$ cat src/rtl/gpio_dual_pkg.sv
package gpio_dual_pkg;

  localparam int NUM_PORTS = 2;

  typedef enum logic [1:0] {
    SZ_NONE = 2'd0,
    SZ_WORD = 2'd1,
    SZ_LONG = 2'd2
  } accSize_e;

  // Strobes from the bus decoder to the datapath, one bit per port each.
  typedef struct packed {
    logic [NUM_PORTS-1:0] wrCtrl;
    logic [NUM_PORTS-1:0] wrData;
    logic [NUM_PORTS-1:0] rdCtrl;
    logic [NUM_PORTS-1:0] rdData;
  } gpioStb_t;

endpackage

$ cat src/rtl/gpio_bus_ctrl.sv
module gpio_bus_ctrl
  import gpio_dual_pkg::*;
#(
  parameter int ADDR_W      = 8,
  parameter int PORT_STRIDE = 16,
  parameter int CTRL_OFS    = 0,
  parameter int DATA_OFS    = 4
) (
  input  logic              busSel,
  input  logic              busWrite,
  input  logic [1:0]        busSize,
  input  logic [ADDR_W-1:0] busAddr,
  output gpioStb_t          stb
);

  logic isWord;
  logic isLong;

  assign isWord = (busSize == SZ_WORD);
  assign isLong = (busSize == SZ_LONG);

  logic [NUM_PORTS-1:0] hitCtrl;
  logic [NUM_PORTS-1:0] hitData;

  for (genvar p = 0; p < NUM_PORTS; p++) begin : g_dec
    localparam int CTRL_ADDR = p * PORT_STRIDE + CTRL_OFS;
    localparam int DATA_ADDR = p * PORT_STRIDE + DATA_OFS;
    // Control registers are longword-only, data registers word-only.
    assign hitCtrl[p] = busSel && isLong && (busAddr == ADDR_W'(CTRL_ADDR));
    assign hitData[p] = busSel && isWord && (busAddr == ADDR_W'(DATA_ADDR));
  end

  always_comb begin
    stb        = '0;
    stb.wrCtrl = busWrite  ? hitCtrl : '0;
    stb.wrData = busWrite  ? hitData : '0;
    stb.rdCtrl = !busWrite ? hitCtrl : '0;
    stb.rdData = !busWrite ? hitData : '0;
  end

  always_comb begin
    AST_STROBE_ONEHOT: assert ($onehot0(stb)) else $error("more than one register strobe");
  end

endmodule

$ cat src/rtl/gpio_port_slice.sv
module gpio_port_slice #(
  parameter int PIN_W = 16,
  parameter int BUS_W = 32
) (
  input  logic             clk,
  input  logic             rstN,
  input  logic             wrCtrl,
  input  logic             wrData,
  input  logic             rdCtrl,
  input  logic             rdData,
  input  logic [BUS_W-1:0] wdata,
  input  logic [PIN_W-1:0] periDirIn,
  input  logic [PIN_W-1:0] periDataIn,
  input  logic [PIN_W-1:0] trigMask,
  output logic [PIN_W-1:0] level,
  output logic             chgEvt,
  output logic [PIN_W-1:0] chgPins,
  output logic [BUS_W-1:0] portRdata
);

  localparam int CTRL_W = 2 * PIN_W;

  logic [CTRL_W-1:0] ctrlQ;
  logic [PIN_W-1:0]  dataQ;
  logic [PIN_W-1:0]  periDirQ;
  logic [PIN_W-1:0]  periDataQ;
  logic [PIN_W-1:0]  prevLevel;
  logic [PIN_W-1:0]  cpuDir;
  logic [PIN_W-1:0]  pullEn;
  logic [PIN_W-1:0]  diff;
  logic              hit;

  // Interleaved per-pin field: even bit drive enable, odd bit pull-up.
  for (genvar n = 0; n < PIN_W; n++) begin : g_field
    assign cpuDir[n] = ctrlQ[2*n];
    assign pullEn[n] = ctrlQ[2*n+1];
  end

  always_ff @(posedge clk or negedge rstN) begin
    if (!rstN) begin
      ctrlQ <= '0;
      dataQ <= '0;
    end else begin
      if (wrCtrl) ctrlQ <= wdata[CTRL_W-1:0];
      if (wrData) dataQ <= wdata[PIN_W-1:0];
    end
  end

  always_ff @(posedge clk or negedge rstN) begin
    if (!rstN) begin
      periDirQ  <= '0;
      periDataQ <= '0;
    end else begin
      periDirQ  <= periDirIn;
      periDataQ <= periDataIn;
    end
  end

  always_comb begin
    level = (cpuDir & dataQ)
          | (periDirQ & periDataQ)
          | (pullEn & ~(cpuDir | periDirQ));
  end

  assign diff = level ^ prevLevel;
  assign hit  = |(diff & trigMask);

  always_ff @(posedge clk or negedge rstN) begin
    if (!rstN) begin
      prevLevel <= '0;
      chgEvt    <= 1'b0;
      chgPins   <= '0;
    end else begin
      prevLevel <= level;
      chgEvt    <= hit;
      chgPins   <= hit ? diff : '0;
    end
  end

  always_comb begin
    portRdata = '0;
    if (rdCtrl) portRdata = BUS_W'(ctrlQ);
    if (rdData) portRdata = BUS_W'(level);
  end

  AST_EVT_MASKED: assert property (@(posedge clk) disable iff (!rstN)
    chgEvt |-> ((chgPins & $past(trigMask)) != '0));

  AST_NO_EVT_STEADY: assert property (@(posedge clk) disable iff (!rstN)
    (level == prevLevel) |=> (!chgEvt && chgPins == '0));

  AST_CTRL_HOLD: assert property (@(posedge clk) disable iff (!rstN)
    !wrCtrl |=> $stable(ctrlQ));

  AST_DATA_HOLD: assert property (@(posedge clk) disable iff (!rstN)
    !wrData |=> $stable(dataQ));

endmodule

$ cat src/rtl/gpio_datapath.sv
module gpio_datapath
  import gpio_dual_pkg::*;
#(
  parameter int PIN_W = 16,
  parameter int BUS_W = 32
) (
  input  logic                            clk,
  input  logic                            rstN,
  input  gpioStb_t                        stb,
  input  logic [BUS_W-1:0]                wdata,
  input  logic [NUM_PORTS-1:0][PIN_W-1:0] periDir,
  input  logic [NUM_PORTS-1:0][PIN_W-1:0] periData,
  input  logic [NUM_PORTS-1:0][PIN_W-1:0] trigMask,
  output logic [NUM_PORTS-1:0][PIN_W-1:0] pins,
  output logic [NUM_PORTS-1:0]            chgEvt,
  output logic [NUM_PORTS-1:0][PIN_W-1:0] chgPins,
  output logic [BUS_W-1:0]                rdata
);

  logic [NUM_PORTS-1:0][BUS_W-1:0] portRdata;

  for (genvar p = 0; p < NUM_PORTS; p++) begin : g_port
    gpio_port_slice #(
      .PIN_W(PIN_W),
      .BUS_W(BUS_W)
    ) u_slice (
      .clk       (clk),
      .rstN      (rstN),
      .wrCtrl    (stb.wrCtrl[p]),
      .wrData    (stb.wrData[p]),
      .rdCtrl    (stb.rdCtrl[p]),
      .rdData    (stb.rdData[p]),
      .wdata     (wdata),
      .periDirIn (periDir[p]),
      .periDataIn(periData[p]),
      .trigMask  (trigMask[p]),
      .level     (pins[p]),
      .chgEvt    (chgEvt[p]),
      .chgPins   (chgPins[p]),
      .portRdata (portRdata[p])
    );
  end

  // At most one slice is selected, so an OR merge is enough.
  always_comb begin
    rdata = '0;
    for (int p = 0; p < NUM_PORTS; p++) rdata |= portRdata[p];
  end

endmodule

$ cat src/rtl/gpio_dual_port.sv
module gpio_dual_port
  import gpio_dual_pkg::*;
#(
  parameter int ADDR_W = 8,
  parameter int PIN_W  = 16,
  parameter int BUS_W  = 2 * PIN_W
) (
  input  logic              clk,
  input  logic              rstN,
  input  logic              busSel,
  input  logic              busWrite,
  input  logic [1:0]        busSize,
  input  logic [ADDR_W-1:0] busAddr,
  input  logic [BUS_W-1:0]  busWdata,
  output logic [BUS_W-1:0]  busRdata,
  input  logic [PIN_W-1:0]  periDirA,
  input  logic [PIN_W-1:0]  periDataA,
  input  logic [PIN_W-1:0]  periDirB,
  input  logic [PIN_W-1:0]  periDataB,
  input  logic [PIN_W-1:0]  trigMaskA,
  input  logic [PIN_W-1:0]  trigMaskB,
  output logic [PIN_W-1:0]  pinA,
  output logic [PIN_W-1:0]  pinB,
  output logic              chgEvtA,
  output logic [PIN_W-1:0]  chgPinsA,
  output logic              chgEvtB,
  output logic [PIN_W-1:0]  chgPinsB
);

  gpioStb_t                        stb;
  logic [NUM_PORTS-1:0][PIN_W-1:0] pins;
  logic [NUM_PORTS-1:0]            chgEvt;
  logic [NUM_PORTS-1:0][PIN_W-1:0] chgPins;

  gpio_bus_ctrl #(
    .ADDR_W(ADDR_W)
  ) u_ctrl (
    .busSel  (busSel),
    .busWrite(busWrite),
    .busSize (busSize),
    .busAddr (busAddr),
    .stb     (stb)
  );

  gpio_datapath #(
    .PIN_W(PIN_W),
    .BUS_W(BUS_W)
  ) u_dp (
    .clk     (clk),
    .rstN    (rstN),
    .stb     (stb),
    .wdata   (busWdata),
    .periDir ({periDirB, periDirA}),
    .periData({periDataB, periDataA}),
    .trigMask({trigMaskB, trigMaskA}),
    .pins    (pins),
    .chgEvt  (chgEvt),
    .chgPins (chgPins),
    .rdata   (busRdata)
  );

  assign pinA     = pins[0];
  assign pinB     = pins[1];
  assign chgEvtA  = chgEvt[0];
  assign chgEvtB  = chgEvt[1];
  assign chgPinsA = chgPins[0];
  assign chgPinsB = chgPins[1];

  AST_IDLE_READ_ZERO: assert property (@(posedge clk) disable iff (!rstN)
    !busSel |-> (busRdata == '0));

  AST_WRITE_READ_ZERO: assert property (@(posedge clk) disable iff (!rstN)
    (busSel && busWrite) |-> (busRdata == '0));

endmodule

$ cat config.mk
export PLATFORM = sky130hd
export DESIGN_NAME = gpio_dual_port
export DESIGN_NICKNAME = d
export VERILOG_FILES = /design/src/rtl/gpio_dual_pkg.sv /design/src/rtl/gpio_bus_ctrl.sv /design/src/rtl/gpio_port_slice.sv /design/src/rtl/gpio_datapath.sv /design/src/rtl/gpio_dual_port.sv
export SDC_FILE = /design/constraint.sdc
export NUM_CORES = 1
export LEC_CHECK = 0
export ABC_CLOCK_PERIOD_IN_PS = 2900
export CAP_MARGIN = 0
export CORE_ASPECT_RATIO = 0.5
export CORE_UTILIZATION = 49
export DETAILED_ROUTE_END_ITERATION = 8
export PLACE_DENSITY = 0.8
export SLEW_MARGIN = 25
export SYNTH_ARGS = -nofsm -noshare
export SYNTH_HDL_FRONTEND = slang
export SYNTH_SLANG_ARGS = --single-unit
$ cat constraint.sdc
create_clock -name clk -period 2.9 [get_ports clk]
set_clock_uncertainty 0.1 [all_clocks]
set_input_delay 0.435 -clock clk [delete_from_list [all_inputs] [get_ports clk]]
set_output_delay 0.435 -clock clk [all_outputs]
set_load 0.02 [all_outputs]
==> results.json <==
{
  "worst_pin_slew_ns": 0.710,
  "finalNonFillerCells": 1240,
  "outcome": "finished, final reports clean",
  "portBuffers": 239,
  "yosysWarnings": 0,
  "slowest_delay_ns": 0.57,
  "synth_most_common_cell": "dfrtp_1",
  "synth_common_cells": "226 x dfrtp_1, 89 x mux2_2, 56 x mux2i_1",
  "max_freq_mhz": 350,
  "cts_buffers": 21,
  "first_iter_violations": 330,
  "ys_types": 29,
  "r2r_slack_ns": 0.04,
  "min_from": "periDirB[11]",
  "synth_flop_cell": "dfrtp_1",
  "drive_gt1_frac": 0.246,
  "clockBufferDepth": 3,
  "vdd_drop_max_mv": 0.424,
  "cp_top_family": "simple AND/OR/NAND/NOR gates",
  "synth_area_leaders": "dfrtp_1 60%, mux2_2 11%, mux2i_1 6.0%",
  "ios": 240,
  "crit_slowest_cell": "or4b_4",
  "fillers": 1290,
  "timing.rr.start": "u_dp.g_port[0].u_slice.ctrlQ[9]",
  "clk_latency_ns": 0.51,
  "synth_edf_count": 0,
  "ant_nets": 0,
  "ys_ff_latch": 226,
  "post-synth-top-area-fraction": 0.601,
  "worstPathRequired_ns": 2.37,
  "stdcell_area_mm2": 0.0132,
  "max_cap_violations": 0,
  "worstPathCellList": "dlygate4sd2_1, or4b_4, nor4b_4, nand2_4, buf_12, buf_16, nor2_2, buf_6",
  "syn_area_per_cell_um2": 13.6,
  "r2r-end": "u_dp.g_port[0].u_slice.chgPins[2]",
  "initial_core_util": 0.506,
  "slew-limit-headroom": 0.526,
  "leakagePower_nw": 6.20,
  "hpwlAfterDp_um": 19300,
  "die_area_mm2": 0.0198,
  "numClockSinks": 226,
  "syn_to_final_growth_pct": 40.0,
  "vias_per_cell": 5.36,
  "grt_max_degree": 79,
  "finalCriticalPeriod_ns": 2.86,
  "netlist_area_mm2": 0.00941,
  "cts.clk_slew.worst_paths_ns": 0.06,
  "cts_tree": "built",
  "synthCells": 691,
  "multi_input_area_mm2": 0.00364,
  "core_mm2": 0.0186,
  "holdCritPathClass": "in2reg",
  "die_width_um": 198,
  "vias": 6652,
  "ctsHtreeMaxLevel": 1,
  "place_area_mm2": 0.0124,
  "finalCritPeriodShare": 0.986,
  "grt_setup_unrepaired": "no",
  "setup_viol": 0,
  "grt_pass1_vias": 7007,
  "synth_top_area_cell": "dfrtp_1",
  "worstSetupPathType": "in2out",
  "fin_hold_ws_ns": 0.261,
  "reg2reg_depth": 8,
  "arrival_ns": 2.33,
  "grt_use_total": 0.275,
  "critPathLaunchType": "primary input",
  "antenna_found_initial": 0,
  "slew_violations": 0,
  "die_height_um": 100,
  "syn_nets": 833,
  "drc": 0,
  "core.rowCount": 35,
  "post_drt_wl_per_cell_um": 21.5,
  "final-hold-violation-count": 0,
  "crit_path_end_kind": "output port",
  "gr-total-overflow": 0,
  "min_path_cells": 1,
  "clockRootBuffer": "clkbuf_16",
  "power.density_mw_per_mm2": 516,
  "wl_um": 26700,
  "ys_seq_area_frac": 0.601,
  "fin_nets": 1112,
  "min_to": "u_dp.g_port[1].u_slice.periDirQ[11]",
  "grt_pass1_wl_um": 40300,
  "drt_first_pass_iters": 4,
  "regArea_mm2": 0.00566,
  "place_congestion": 0.903,
  "ys_async_sr_fraction": 1.00,
  "placed_cells": 1201,
  "critPathMaxFanout": 5,
  "crit_buf_inv": 4
}
[state kept, by name (all words and copies together) (netlist names)]
register                       flops
u_dp.g_port.u_slice.ctrlQ         64
u_dp.g_port.u_slice.chgPins       32
u_dp.g_port.u_slice.dataQ         32
u_dp.g_port.u_slice.periDataQ     32
u_dp.g_port.u_slice.periDirQ      32
u_dp.g_port.u_slice.prevLevel     32
u_dp.g_port.u_slice.chgEvt         2
[timing repair]
item,CTS,global route
pin swaps,4,2
resized for setup,183,6
setup endpoints to repair,48,44
endpoints found under the hold margin,73,0
cloned,3,0
hold buffers,1,0
setup buffers,0,1
[kinds of logic after synthesis]
family,after synthesis,synth area share
mux,152,0.174
flops,226,0.601
simple gates,158,0.0966
buf+inv,51,0.0230
xor+xnor,32,0.0298
compound gates,72,0.0755
[layer usage]
metal | GRT usage | share of wire
met5 | 0 | 0
met3 | 0.0390 | 0.045
met1 | 0.384 | 0.44
met2 | 0.456 | 0.49
met4 | 0.0733 | 0.024
[per-stage QoR]
stage,utilization,worst slack [ns],setup TNS [ns],power [mW]
after floorplan,-,0.319,0,3.73
after global placement,0.667,-0.580,-16.34,4.26
after detailed placement,0.667,-0.650,-21.18,4.28
after CTS,0.706,-0.0365,-0.122,6.85
after global routing,0.708,0.000111,0,7.06
final,0.708,0.0395,0,6.80
[final cells by class]
type,instances,area share
timing repair buffer,279,0.214
tap,259,0.0246
clock buffer,29,0.0452
multi-input combinational,414,0.276
sequential,226,0.429
inverter,28,0.00797
antenna,1,0.000190
clock inverter,4,0.00209
[how the worst max path moves through the flow]
stage / from / end / slack (ns) / depth (start not counted)
finish: busAddr[1] / busRdata[22] / 0.04 / 8
global route: busAddr[1] / busRdata[30] / 0.0001 / 8
CTS: busAddr[3] / busRdata[4] / -0.04 / 7
detailed placement: busAddr[1] / busRdata[21] / -0.65 / 8
global placement: busAddr[1] / busRdata[12] / -0.58 / 7
floorplan: busAddr[1] / busRdata[12] / 0.32 / 5
[report_power, final]
| group | leakage [nW] | switching (mW) | internal [mW] | total (mW) |
|---|---|---|---|---|
| Combinational | 2.98 | 0.418 | 0.456 | 0.873 |
| Sequential | 2.91 | 0.0733 | 3.28 | 3.36 |
| Clock | 0.309 | 1.14 | 1.43 | 2.57 |
[placed cells by master, fill, tap and decap left out, drive strengths merged, types with 4 or more instances in the layout]
cell type / instances
a2111oi: 8
a21oi: 16
a221o: 4
a221oi: 28
and2: 32
buf: 72
clkbuf: 29
clkdlybuf4s50: 201
dfrtp: 226
dlygate4sd2: 4
inv: 30
mux2: 96
mux2i: 56
nand2: 27
nand2b: 24
nand4: 4
nor2: 32
nor3b: 32
o22ai: 16
xnor2: 28
xor2: 4
No activity file was read; power rests on OpenSTA's default activity.
